==> src/rtl/gf_pkg.sv <==
package gf_pkg;
  localparam int GF_NUM_SET   = 4;
  localparam int GF_IDX_W     = $clog2(GF_NUM_SET);
  localparam int GF_RATE_W    = 5;
  localparam int GF_DCODE_W   = 2;
  localparam int GF_MAX_DEPTH = 8;
  localparam int GF_SEL_W     = 1 + GF_IDX_W;
  localparam int GF_CNT_W     = 2 ** GF_RATE_W;
  localparam int GF_WORD_W    = 32;

  // configuration word field positions
  localparam int GF_TAG_LSB   = 30;
  localparam int GF_IDX_LSB   = 28;
  localparam int GF_DCODE_LSB = 5;
  localparam int GF_RATE_LSB  = 0;
  localparam logic [1:0] GF_CFG_TAG = 2'b01;

  typedef struct packed {
    logic [GF_DCODE_W-1:0] dcode;
    logic [GF_RATE_W-1:0]  rate;
  } gf_setting_t;

  function automatic logic [GF_MAX_DEPTH-1:0] gf_window(input logic [GF_DCODE_W-1:0] dcode);
    case (dcode)
      2'd0:    return 8'h03;
      2'd1:    return 8'h07;
      2'd2:    return 8'h1F;
      default: return 8'hFF;
    endcase
  endfunction

  function automatic gf_setting_t gf_reset_setting(input int idx);
    gf_setting_t s;
    case (idx)
      0:       s = '{dcode: 2'd0, rate: 5'd0};
      1:       s = '{dcode: 2'd1, rate: 5'd5};
      2:       s = '{dcode: 2'd2, rate: 5'd19};
      default: s = '{dcode: 2'd3, rate: 5'd22};
    endcase
    return s;
  endfunction
endpackage

==> src/rtl/gf_cfg_bank.sv <==
module gf_cfg_bank
  import gf_pkg::*;
(
  input  logic                                  clk,
  input  logic                                  rst_n,
  input  logic                                  cfg_we,
  input  logic [GF_WORD_W-1:0]                  cfg_word,
  output gf_setting_t [GF_NUM_SET-1:0]          set_q
);
  logic                tag_ok;
  logic [GF_IDX_W-1:0] wr_idx;
  gf_setting_t         wr_val;
  logic                cfg_unused;

  assign tag_ok     = (cfg_word[GF_TAG_LSB +: 2] == GF_CFG_TAG);
  assign wr_idx     = cfg_word[GF_IDX_LSB +: GF_IDX_W];
  assign wr_val     = gf_setting_t'({cfg_word[GF_DCODE_LSB +: GF_DCODE_W],
                                     cfg_word[GF_RATE_LSB +: GF_RATE_W]});
  assign cfg_unused = ^cfg_word[GF_IDX_LSB-1:GF_DCODE_LSB+GF_DCODE_W];

  genvar k;
  generate
    for (k = 0; k < GF_NUM_SET; k++) begin : g_set
      always_ff @(posedge clk or negedge rst_n) begin
        if (!rst_n)
          set_q[k] <= gf_reset_setting(k);
        else if (cfg_we && tag_ok && (wr_idx == GF_IDX_W'(k)))
          set_q[k] <= wr_val;
      end

      // a tagged write lands in the addressed setting
      p_write_lands_r2: assert property (@(posedge clk) disable iff (!rst_n)
        (cfg_we && tag_ok && wr_idx == GF_IDX_W'(k)) |=>
          (set_q[k] == gf_setting_t'({$past(cfg_word[GF_DCODE_LSB +: GF_DCODE_W]),
                                      $past(cfg_word[GF_RATE_LSB +: GF_RATE_W])})));
    end
  endgenerate

  // writes without the tag leave every setting alone
  p_bad_tag_ignored_r3: assert property (@(posedge clk) disable iff (!rst_n)
    (cfg_we && !tag_ok) |=> $stable(set_q));
endmodule

==> src/rtl/gf_strobe_gen.sv <==
module gf_strobe_gen
  import gf_pkg::*;
(
  input  logic                                  clk,
  input  logic                                  rst_n,
  input  logic [GF_NUM_SET-1:0][GF_RATE_W-1:0]  rate,
  output logic [GF_NUM_SET-1:0]                 samp_en
);
  logic [GF_CNT_W-1:0] cnt_q;

  always_ff @(posedge clk or negedge rst_n) begin
    if (!rst_n) cnt_q <= '0;
    else        cnt_q <= cnt_q + GF_CNT_W'(1);
  end

  genvar k;
  generate
    for (k = 0; k < GF_NUM_SET; k++) begin : g_strb
      logic [GF_CNT_W-1:0] low_mask;
      assign low_mask   = (GF_CNT_W'(1) << rate[k]) - GF_CNT_W'(1);
      assign samp_en[k] = &(cnt_q | ~low_mask);

      // divide-by-1 samples every cycle
      p_rate0_every_cycle_r5: assert property (@(posedge clk) disable iff (!rst_n)
        (rate[k] == '0) |-> samp_en[k]);

      // a divided strobe never lasts two cycles
      p_strobe_spacing_r5: assert property (@(posedge clk) disable iff (!rst_n)
        (samp_en[k] && rate[k] != '0) |=> (rate[k] == '0 || !samp_en[k]));
    end
  endgenerate
endmodule

==> src/rtl/gf_pin_filter.sv <==
module gf_pin_filter
  import gf_pkg::*;
(
  input  logic                                  clk,
  input  logic                                  rst_n,
  input  logic                                  pin_raw,
  input  logic [GF_SEL_W-1:0]                   pin_sel,
  input  logic [GF_NUM_SET-1:0]                 samp_en,
  input  logic [GF_NUM_SET-1:0][GF_DCODE_W-1:0] dcode,
  output logic                                  pin_out
);
  logic                     use_filt;
  logic [GF_IDX_W-1:0]      set_idx;
  logic                     take;
  logic [GF_MAX_DEPTH-1:0]  win;
  logic [GF_MAX_DEPTH-1:0]  pipe_q;
  logic [GF_MAX_DEPTH-1:0]  pipe_nxt;
  logic                     all_hi;
  logic                     all_lo;
  logic                     filt_q;

  assign use_filt = pin_sel[GF_SEL_W-1];
  assign set_idx  = pin_sel[GF_IDX_W-1:0];
  assign take     = use_filt && samp_en[set_idx];
  assign win      = gf_window(dcode[set_idx]);
  assign pipe_nxt = {pipe_q[GF_MAX_DEPTH-2:0], pin_raw};
  assign all_hi   = &(pipe_nxt | ~win);
  assign all_lo   = ~|(pipe_nxt & win);

  always_ff @(posedge clk or negedge rst_n) begin
    if (!rst_n) begin
      pipe_q <= '0;
      filt_q <= 1'b0;
    end else if (take) begin
      pipe_q <= pipe_nxt;
      if (all_hi)      filt_q <= 1'b1;
      else if (all_lo) filt_q <= 1'b0;
    end
  end

  assign pin_out = use_filt ? filt_q : pin_raw;

  // no strobe, no change
  p_hold_without_sample_r6: assert property (@(posedge clk) disable iff (!rst_n)
    !take |=> $stable(filt_q));

  // a rise follows at least two high samples
  p_rise_after_highs_r6: assert property (@(posedge clk) disable iff (!rst_n)
    $rose(filt_q) |-> (pipe_q[1:0] == 2'b11));

  // a fall follows at least two low samples
  p_fall_after_lows_r6: assert property (@(posedge clk) disable iff (!rst_n)
    $fell(filt_q) |-> (pipe_q[1:0] == 2'b00));
endmodule

==> src/rtl/glitch_filter_top.sv <==
module glitch_filter_top
  import gf_pkg::*;
#(
  parameter int N_PINS = 4
) (
  input  logic                         clk,
  input  logic                         rst_n,
  input  logic                         cfg_we,
  input  logic [GF_WORD_W-1:0]         cfg_word,
  input  logic [N_PINS-1:0]            pin_raw,
  input  logic [N_PINS*GF_SEL_W-1:0]   pin_sel,
  output logic [N_PINS-1:0]            pin_out,
  output logic [GF_NUM_SET-1:0]        samp_en
);
  gf_setting_t [GF_NUM_SET-1:0]          set_q;
  logic [GF_NUM_SET-1:0][GF_RATE_W-1:0]  rate_v;
  logic [GF_NUM_SET-1:0][GF_DCODE_W-1:0] dcode_v;

  gf_cfg_bank i_cfg (
    .clk      (clk),
    .rst_n    (rst_n),
    .cfg_we   (cfg_we),
    .cfg_word (cfg_word),
    .set_q    (set_q)
  );

  genvar k;
  generate
    for (k = 0; k < GF_NUM_SET; k++) begin : g_split
      assign rate_v[k]  = set_q[k].rate;
      assign dcode_v[k] = set_q[k].dcode;
    end
  endgenerate

  gf_strobe_gen i_strb (
    .clk     (clk),
    .rst_n   (rst_n),
    .rate    (rate_v),
    .samp_en (samp_en)
  );

  genvar p;
  generate
    for (p = 0; p < N_PINS; p++) begin : g_pin
      gf_pin_filter i_pin (
        .clk     (clk),
        .rst_n   (rst_n),
        .pin_raw (pin_raw[p]),
        .pin_sel (pin_sel[p*GF_SEL_W +: GF_SEL_W]),
        .samp_en (samp_en),
        .dcode   (dcode_v),
        .pin_out (pin_out[p])
      );
    end
  endgenerate
endmodule

==> config.mk <==
export PLATFORM = sky130hd
export DESIGN_NAME = glitch_filter_top
export DESIGN_NICKNAME = d
export VERILOG_FILES = /design/src/rtl/gf_pkg.sv /design/src/rtl/gf_cfg_bank.sv /design/src/rtl/gf_strobe_gen.sv /design/src/rtl/gf_pin_filter.sv /design/src/rtl/glitch_filter_top.sv
export SDC_FILE = /design/constraint.sdc
export NUM_CORES = 1
export LEC_CHECK = 0
export BUFFER_PORTS_ARGS = -buffer_cell sky130_fd_sc_hd__buf_2
export CAP_MARGIN = 20
export CELL_PAD_IN_SITES_DETAIL_PLACEMENT = 0
export CELL_PAD_IN_SITES_GLOBAL_PLACEMENT = 2
export CORE_MARGIN = 2
export CORE_UTILIZATION = 32
export CTS_CLUSTER_SIZE = 8
export DETAILED_ROUTE_END_ITERATION = 8
export HOLD_SLACK_MARGIN = 0.1
export PLACE_DENSITY = 0.68
export SLEW_MARGIN = 15
export SYNTH_ARGS = -nofsm -noshare
export SYNTH_HDL_FRONTEND = slang
export SYNTH_SLANG_ARGS = --single-unit
==> constraint.sdc <==
create_clock -name clk -period 4.9 [get_ports clk]
set_input_delay 0.49 -clock clk [delete_from_list [all_inputs] [get_ports clk]]
set_output_delay 0.49 -clock clk [all_outputs]
set_load 0.005 [all_outputs]
==> qor.txt, run 1 <==
run status: complete, no violations
overflow left after global routing: 0
number of instances in the synthesized netlist: 873
number of enable-type register cells in the synthesized netlist: 0
setup repair after global routing missed its margin: false
row count: 55
relative max-transition margin: 0.5288
Diodes inserted: 0
Tightest Pin Transition: 0.7068 ns
worst vdd ir: 0.0001236 V
Seq pwr share: 0.321
Clk Latency, worst-skew pair: 0.36 ns
placeable core area: 22780 um2
switching portion of total power: 0.4189
worst hold slack after final layout: 0.1250 ns
number of distinct library cell variants in the gate-level netlist after synthesis: 82
count of input and output buffers: 37
final weighted congestion in routability-driven placement: 0.8885
Max Clock Freq: 0.2342 GHz
type of the worst min-delay path: primary input to async pin
number of post-CTS setup repair buffers: 0
maximum capacitance violations: 0
category of the worst setup path launch point: flop
minimum period implied by the final worst setup slack: 4.270 ns
vias in the first global route: 6892
number of clock sinks: 91
post-synthesis register bit count: 91
data arrival time of the worst path: 3.78 ns
Clock Root Buffer: clkbuf_16
maximum number of pins on one net before global-route repair: 55
overall die area: 24580 um2
Setup WS pre-CTS: 0.7390 ns
final routed wirelength across all metal layers: 25940 um
horizontal die dimension: 156.8 um
slowest stage cell, crit path: dfstp_2
Finished Cell Area: 8125 um2
critical setup path kind: flop to output pin
detail-routed net length per standard cell: 21.89 um
H-Tree Level Count: 3
TritonCTS clock tree: built
fill count: 2355
worst stage delay on the critical path: 0.70 ns
Final Hold Vio Count: 0
fraction of the yosys area taken by sequential cells: 0.3069
Final setup viols: 0
CTS Buffer Depth: 2
Top-Level Pins: 59
Ys Warns: 0
multi-input combinational cell area: 4687 um2
number of nets in the layout: 923
clock buffers created by TritonCTS: 9
worst-path fanout max: 13
drt via density: 5.930
total of hold buffers inserted after clock tree synthesis: 0
number of antenna violations at the first check in global routing: 0
global-route wire length before repair: 40880 um
Net Count, Synth: 929
FF+latch area: 2292 um2
switching power total: 1.214 mW
worst path setup slack after routing: 0.6302 ns
power density cells: 356.6 nW/um2
LEAKAGE: 3.302 nW
average cell area after synthesis: 8.555 um2
share of total power in the clock network: 0.241
final number of max-transition violations: 0
detailed router's first-iteration violation count: 752
Post-Route Setup TNS: 0 ns
global router's overall resource usage: 0.2163
Cell Area, Synth: 7468 um2
CP endpoint kind: output pin
Worst EP required: 4.41 ns
effective utilization at floorplan: 0.3279
area added between synthesis and finish: 8.795%
fraction of final layout cells with drive strength greater than 1: 0.2076
DPL Wire Length: 17630 um
post-route antenna net violation count: 0
number of design rule violations left after detail routing: 0
Final period util: 0.8714
post-route core utilization: 0.3567
Pint: 1.684 mW
Worst-path clk slew: 0.07 ns
cell area reported after detailed placement: 7828 um2
die span in y: 156.8 um
setup clock skew after layout: 0.01287 ns
async set or reset register ratio after synthesis: 1.000
top flip-flop cell by instance count after synthesis: dfrtp_1
length of the first detailed-routing pass in iterations: 5
ordered list of cells on the worst path: nand3_1, ha_1, inv_1, a2111oi_0, nor4_1, nand4_1, or4_4, nor4_4, buf_2
total via count in the routed design: 7027
cts repair resizes: 0
part of the power in combinational logic: 0.438
[flip-flops by register name, indices dropped and copies added, names as in the netlist]
register and cells:
i_strb.cnt_q 31, g_pin.i_pin.pipe_q 28, g_pin.i_pin.filt_q 4, i_cfg.set_q 28
[logic make-up after synthesis]
logic type / Yosys count / share of synthesized area
XOR/XNOR: 32 / 0.03753
flip-flops: 91 / 0.3069
buffers and inverters: 102 / 0.06618
AND/OR/NAND/NOR: 357 / 0.2562
multiplexers: 68 / 0.1347
AO/OA/AOI/OAI: 218 / 0.1901
adder cells (fa/ha/maj): 5 / 0.008377
[synth_stat cells, types with 22 or more instances]
master    count  area share
dfrtp_1      79        0.26
nor3_1       37       0.025
nand2_1      67       0.034
mux2_2       28       0.042
xnor2_1      26       0.030
inv_1        22       0.011
clkbuf_1     51       0.026
a21oi_1      51       0.034
nand3_1      50       0.034
mux2_4       28       0.056
o21ai_0      49       0.033
nor2_1       69       0.035
[critical path, delay by kind of cell, from the launching register on]
family                     cells  cell delay [ns]
and+or+nand+nor                5             1.76
DFF                            1             0.70
buffers and inverters          2             0.53
adders and majority gates      1             0.31
AOI/OAI and AO/OA              1             0.13
[path summary, 6_finish.rpt]
check                      slack (ns)  cells past startpoint                startpoint                  endpoint
setup / recovery                 0.63                      9           i_cfg.set_q[14]                samp_en[2]
hold / removal                   0.12                      1                     rst_n            i_cfg.set_q[1]
setup reg to reg                 0.65                     12           i_cfg.set_q[22]  g_pin[3].i_pin.pipe_q[6]
hold reg to reg                  0.55                      1  g_pin[3].i_pin.pipe_q[6]  g_pin[3].i_pin.pipe_q[6]
max in group asynchronous        3.68                      2                     rst_n  g_pin[0].i_pin.pipe_q[5]
min in group clk                 0.38                      2                pin_sel[2]     g_pin[0].i_pin.filt_q
[final cells by class]
| class | count | share of cell area |
|---|---|---|
| flip-flops and latches | 91 | 0.2821 |
| clock inverters | 6 | 0.006621 |
| well taps | 313 | 0.04820 |
| inverters | 23 | 0.01063 |
| multi-input cells | 680 | 0.5768 |
| clock buffers | 10 | 0.02941 |
| repair buffers | 62 | 0.04620 |
[per-layer routing]
metal  vias to the layer above  track usage  share of wire
met4                         0      0.08126          0.031
met5                         -            0              0
met1                      3489       0.3116           0.47
met3                        48      0.02908          0.051
li1                       3245            -              -
met2                       245       0.3283           0.45
[placed cells by master, fill, tap and decap left out, drive strengths merged, types with 6 or more instances in the layout]
master	synthesis	routed
a21oi	51	51
a31oi	19	19
a32oi	6	6
and4	8	8
buf	25	62
clkbuf	54	10
dfrtp	79	79
dfstp	12	12
inv	23	27
mux2	56	56
mux4	12	12
nand2	71	71
nand2b	15	15
nand3	50	50
nand4	20	20
nor2	71	71
nor2b	13	13
nor3	39	39
nor4	12	12
nor4b	8	8
o211ai	7	7
o21ai	55	55
o221ai	7	7
o22ai	7	7
o2bb2ai	6	6
o31ai	9	9
or2	10	10
or3	10	10
or4	11	11
xnor2	26	26
xor2	6	6
[power groups by stage]
| stage | registers, mW | logic (mW) | clock network [mW] |
|---|---|---|---|
| 2_1_floorplan | 0.888 | 0.965 | 0 |
| 3_3_place_gp | 0.936 | 1.24 | 0 |
| 3_5_place_dp | 0.941 | 1.24 | 0 |
| 4_1_cts | 0.927 | 1.25 | 0.726 |
| 5_1_grt | 0.940 | 1.40 | 0.764 |
| 6_report | 0.930 | 1.27 | 0.698 |
[per-stage QoR]
step	instances	power (mW)
after CTS	1185	2.898
after detailed placement	1169	2.178
final	1185	2.898
after global placement	1169	2.175
after global routing	1185	3.103
after floorplan	873	1.853
(Power assumes the default switching activity.)
==> run 2: changes to the inputs <==
Settings changed: PLACE_DENSITY 0.68 to default, PLACE_DENSITY_LB_ADDON from default to 0.1.
==> run 2 against run 1 <==
Wire length down 0.17%. First-iteration DRC count is 12% higher. Power is 0.92% lower. Clock skew fell by 0.0022 ns. Largest cell class unchanged. Register-to-register slack lost 0.10 ns. Global-route usage shrank 0.27 points. Critical endpoint is now samp_en[1]. Worst hold slack better by 0.045 ns. Critical path type unchanged. Cell area is 0.34% lower. Clock-buffer cell count fell by 1.
==> qor.txt, run 2 (synthesized netlist as in run 1, its figures left out) <==
run status: complete, no violations
setup repair after global routing missed its margin: false
met1 GRT Util: 0.3072 (-0.004442)
total via count in the routed design: 7121 (+1.3%)
area added between synthesis and finish: 8.427%
placeable core area: 22780 um2 (unchanged)
Final period util: 0.8996 (+0.02824)
worst vdd ir: 0.0001526 V (+23%)
data arrival time of the worst path: 3.92 ns (+0.14 ns)
die span in y: 156.8 um (unchanged)
share of total power in the clock network: 0.245 (+0.004)
CTS Buffer Depth: 2 (unchanged)
Worst EP required: 4.41 ns (about the same)
Pint: 1.662 mW (-1.3%)
met3 Track Usage GR: 0.02714 (-0.001939)
Tightest Pin Transition: 0.7730 ns (+0.06623 ns)
final weighted congestion in routability-driven placement: 0.8911 (+0.29%)
part of the power in combinational logic: 0.419 (-0.019)
number of nets in the layout: 921 (-0.22%)
Post-Route Setup TNS: 0 ns (unchanged)
Clk Latency, worst-skew pair: 0.36 ns (about the same)
switching power total: 1.209 mW (-0.42%)
number of antenna violations at the first check in global routing: 0 (unchanged)
worst r2r path cells: 12 (unchanged)
final number of max-transition violations: 0 (unchanged)
number of flip-flops in the largest register: 31 (unchanged)
Max Clock Freq: 0.2269 GHz (-3.1%)
effective utilization at floorplan: 0.3279 (unchanged)
FF+latch area: 2292 um2 (unchanged)
top flop regs: i_strb.cnt_q: 31 flops, g_pin.i_pin.pipe_q: 28 flops, i_cfg.set_q: 28 flops
maximum number of pins on one net before global-route repair: 51 (-7.3%)
Seq pwr share: 0.336 (+0.015)
worst-path fanout max: 15 (+2)
H-Tree Level Count: 3 (unchanged)
Final Hold Vio Count: 0 (unchanged)
final routed wirelength across all metal layers: 25890 um (-0.17%)
detail-routed net length per standard cell: 21.89 um (about the same)
CP endpoint kind: output pin
top library cells by usage in the layout, fill and taps aside: 79 x dfrtp_1, 69 x nor2_1, 67 x nand2_1
maximum capacitance violations: 0 (unchanged)
global-route wire length before repair: 40150 um (-1.8%)
detailed router's first-iteration violation count: 845 (+12%)
Final setup viols: 0 (unchanged)
fill count: 2340 (-0.64%)
power density cells: 354.5 nW/um2 (-0.59%)
Setup WS pre-CTS: 0.5339 ns (-0.2051 ns)
setup clock skew after layout: 0.01070 ns (-0.002168 ns)
Top-Level Pins: 59 (unchanged)
global-route met2 utilization: 0.3323 (+0.003968)
total of hold buffers inserted after clock tree synthesis: 0 (unchanged)
DPL Wire Length: 17550 um (-0.44%)
Diodes inserted: 0 (unchanged)
cts repair resizes: 0 (unchanged)
global router's overall resource usage: 0.2136 (-0.002660)
top register by number of flip-flops: i_strb.cnt_q
TritonCTS clock tree: built
multi-input combinational cell area: 4682 um2 (-0.11%)
overall die area: 24580 um2 (unchanged)
type of the worst min-delay path: primary input to async pin
count of input and output buffers: 37 (unchanged)
LEAKAGE: 3.286 nW (-0.51%)
Worst-path clk slew: 0.07 ns (about the same)
category of the worst setup path launch point: flop
clock buffers created by TritonCTS: 9 (unchanged)
relative max-transition margin: 0.4846 (-0.04415)
switching portion of total power: 0.4210 (+0.002135)
number of post-CTS setup repair buffers: 0 (unchanged)
total power draw: 2.871 mW (-0.92%)
drt via density: 6.019 (+1.5%)
fraction of final layout cells with drive strength greater than 1: 0.2046 (-0.002971)
worst path setup slack after routing: 0.4918 ns (-0.1384 ns)
Clock Root Buffer: clkbuf_16
critical setup path kind: flop to output pin
post-route antenna net violation count: 0 (unchanged)
row count: 55 (unchanged)
vias in the first global route: 6665 (-3.3%)
horizontal die dimension: 156.8 um (unchanged)
length of the first detailed-routing pass in iterations: 5 (unchanged)
minimum period implied by the final worst setup slack: 4.408 ns (+0.1384 ns)
busiest layer in global routing: met2
overflow left after global routing: 0 (unchanged)
number of design rule violations left after detail routing: 0 (unchanged)
number of clock sinks: 91 (unchanged)
most frequent standard cell in the layout excluding fill and tap cells: dfrtp_1
run 2: critical path: stages (launching register included):
cell	delay, ns
dfrtp_1	0.55
nor2_1	0.20
or4b_1	0.50
ha_1	0.37
inv_1	0.24
nor2_1	0.08
o211ai_1	0.17
a21oi_1	0.08
or4_2	0.65
nor3_2	0.49
buf_2	0.22
run 2: path summary, 6_finish.rpt:
path | start | endpoint | slack (ns)
max in group asynchronous | rst_n | i_cfg.set_q[7] | 3.64
min reg2reg | g_pin[1].i_pin.pipe_q[6] | g_pin[1].i_pin.pipe_q[6] | 0.55
max reg2reg | i_cfg.set_q[8] | g_pin[0].i_pin.pipe_q[5] | 0.55
min | rst_n | i_strb.cnt_q[28] | 0.17
max | i_cfg.set_q[8] | samp_en[1] | 0.49
min in group clk | pin_sel[2] | g_pin[0].i_pin.filt_q | 0.39
run 2: layout make-up:
cell class,instances,area share
tap,313,0.04836
clock buffer,9,0.02781
multi-input combinational,680,0.5782
timing repair buffer,60,0.04450
clock inverter,7,0.007417
inverter,23,0.01066
sequential,91,0.2831
run 2: power by group through the flow:
stage          registers (mW)  logic, mW  clock network [mW]
6_report                0.965       1.20               0.704
5_1_grt                 0.980       1.32               0.754
3_3_place_gp            0.976       1.19                   0
4_1_cts                 0.962       1.18               0.722
3_5_place_dp            0.975       1.18                   0
2_1_floorplan           0.888      0.965                   0
run 2: metal layers:
metal / part of all wire / up-vias
li1: - / 3241
met1: 0.46 / 3539
met2: 0.45 / 290
met3: 0.057 / 51
met4: 0.027 / 0
met5: 0 / -
run 2: stage by stage:
step	area [um2]	hold WS, ns	cells	util
after CTS	8098	0.2179	1183	0.3555
after global routing	8098	0.2227	1183	0.3555
after detailed placement	7812	0.5280	1167	0.3430
after floorplan	7468	0.1944	873	-
final	8098	0.1695	1183	0.3555
after global placement	7812	0.5228	1167	0.3430
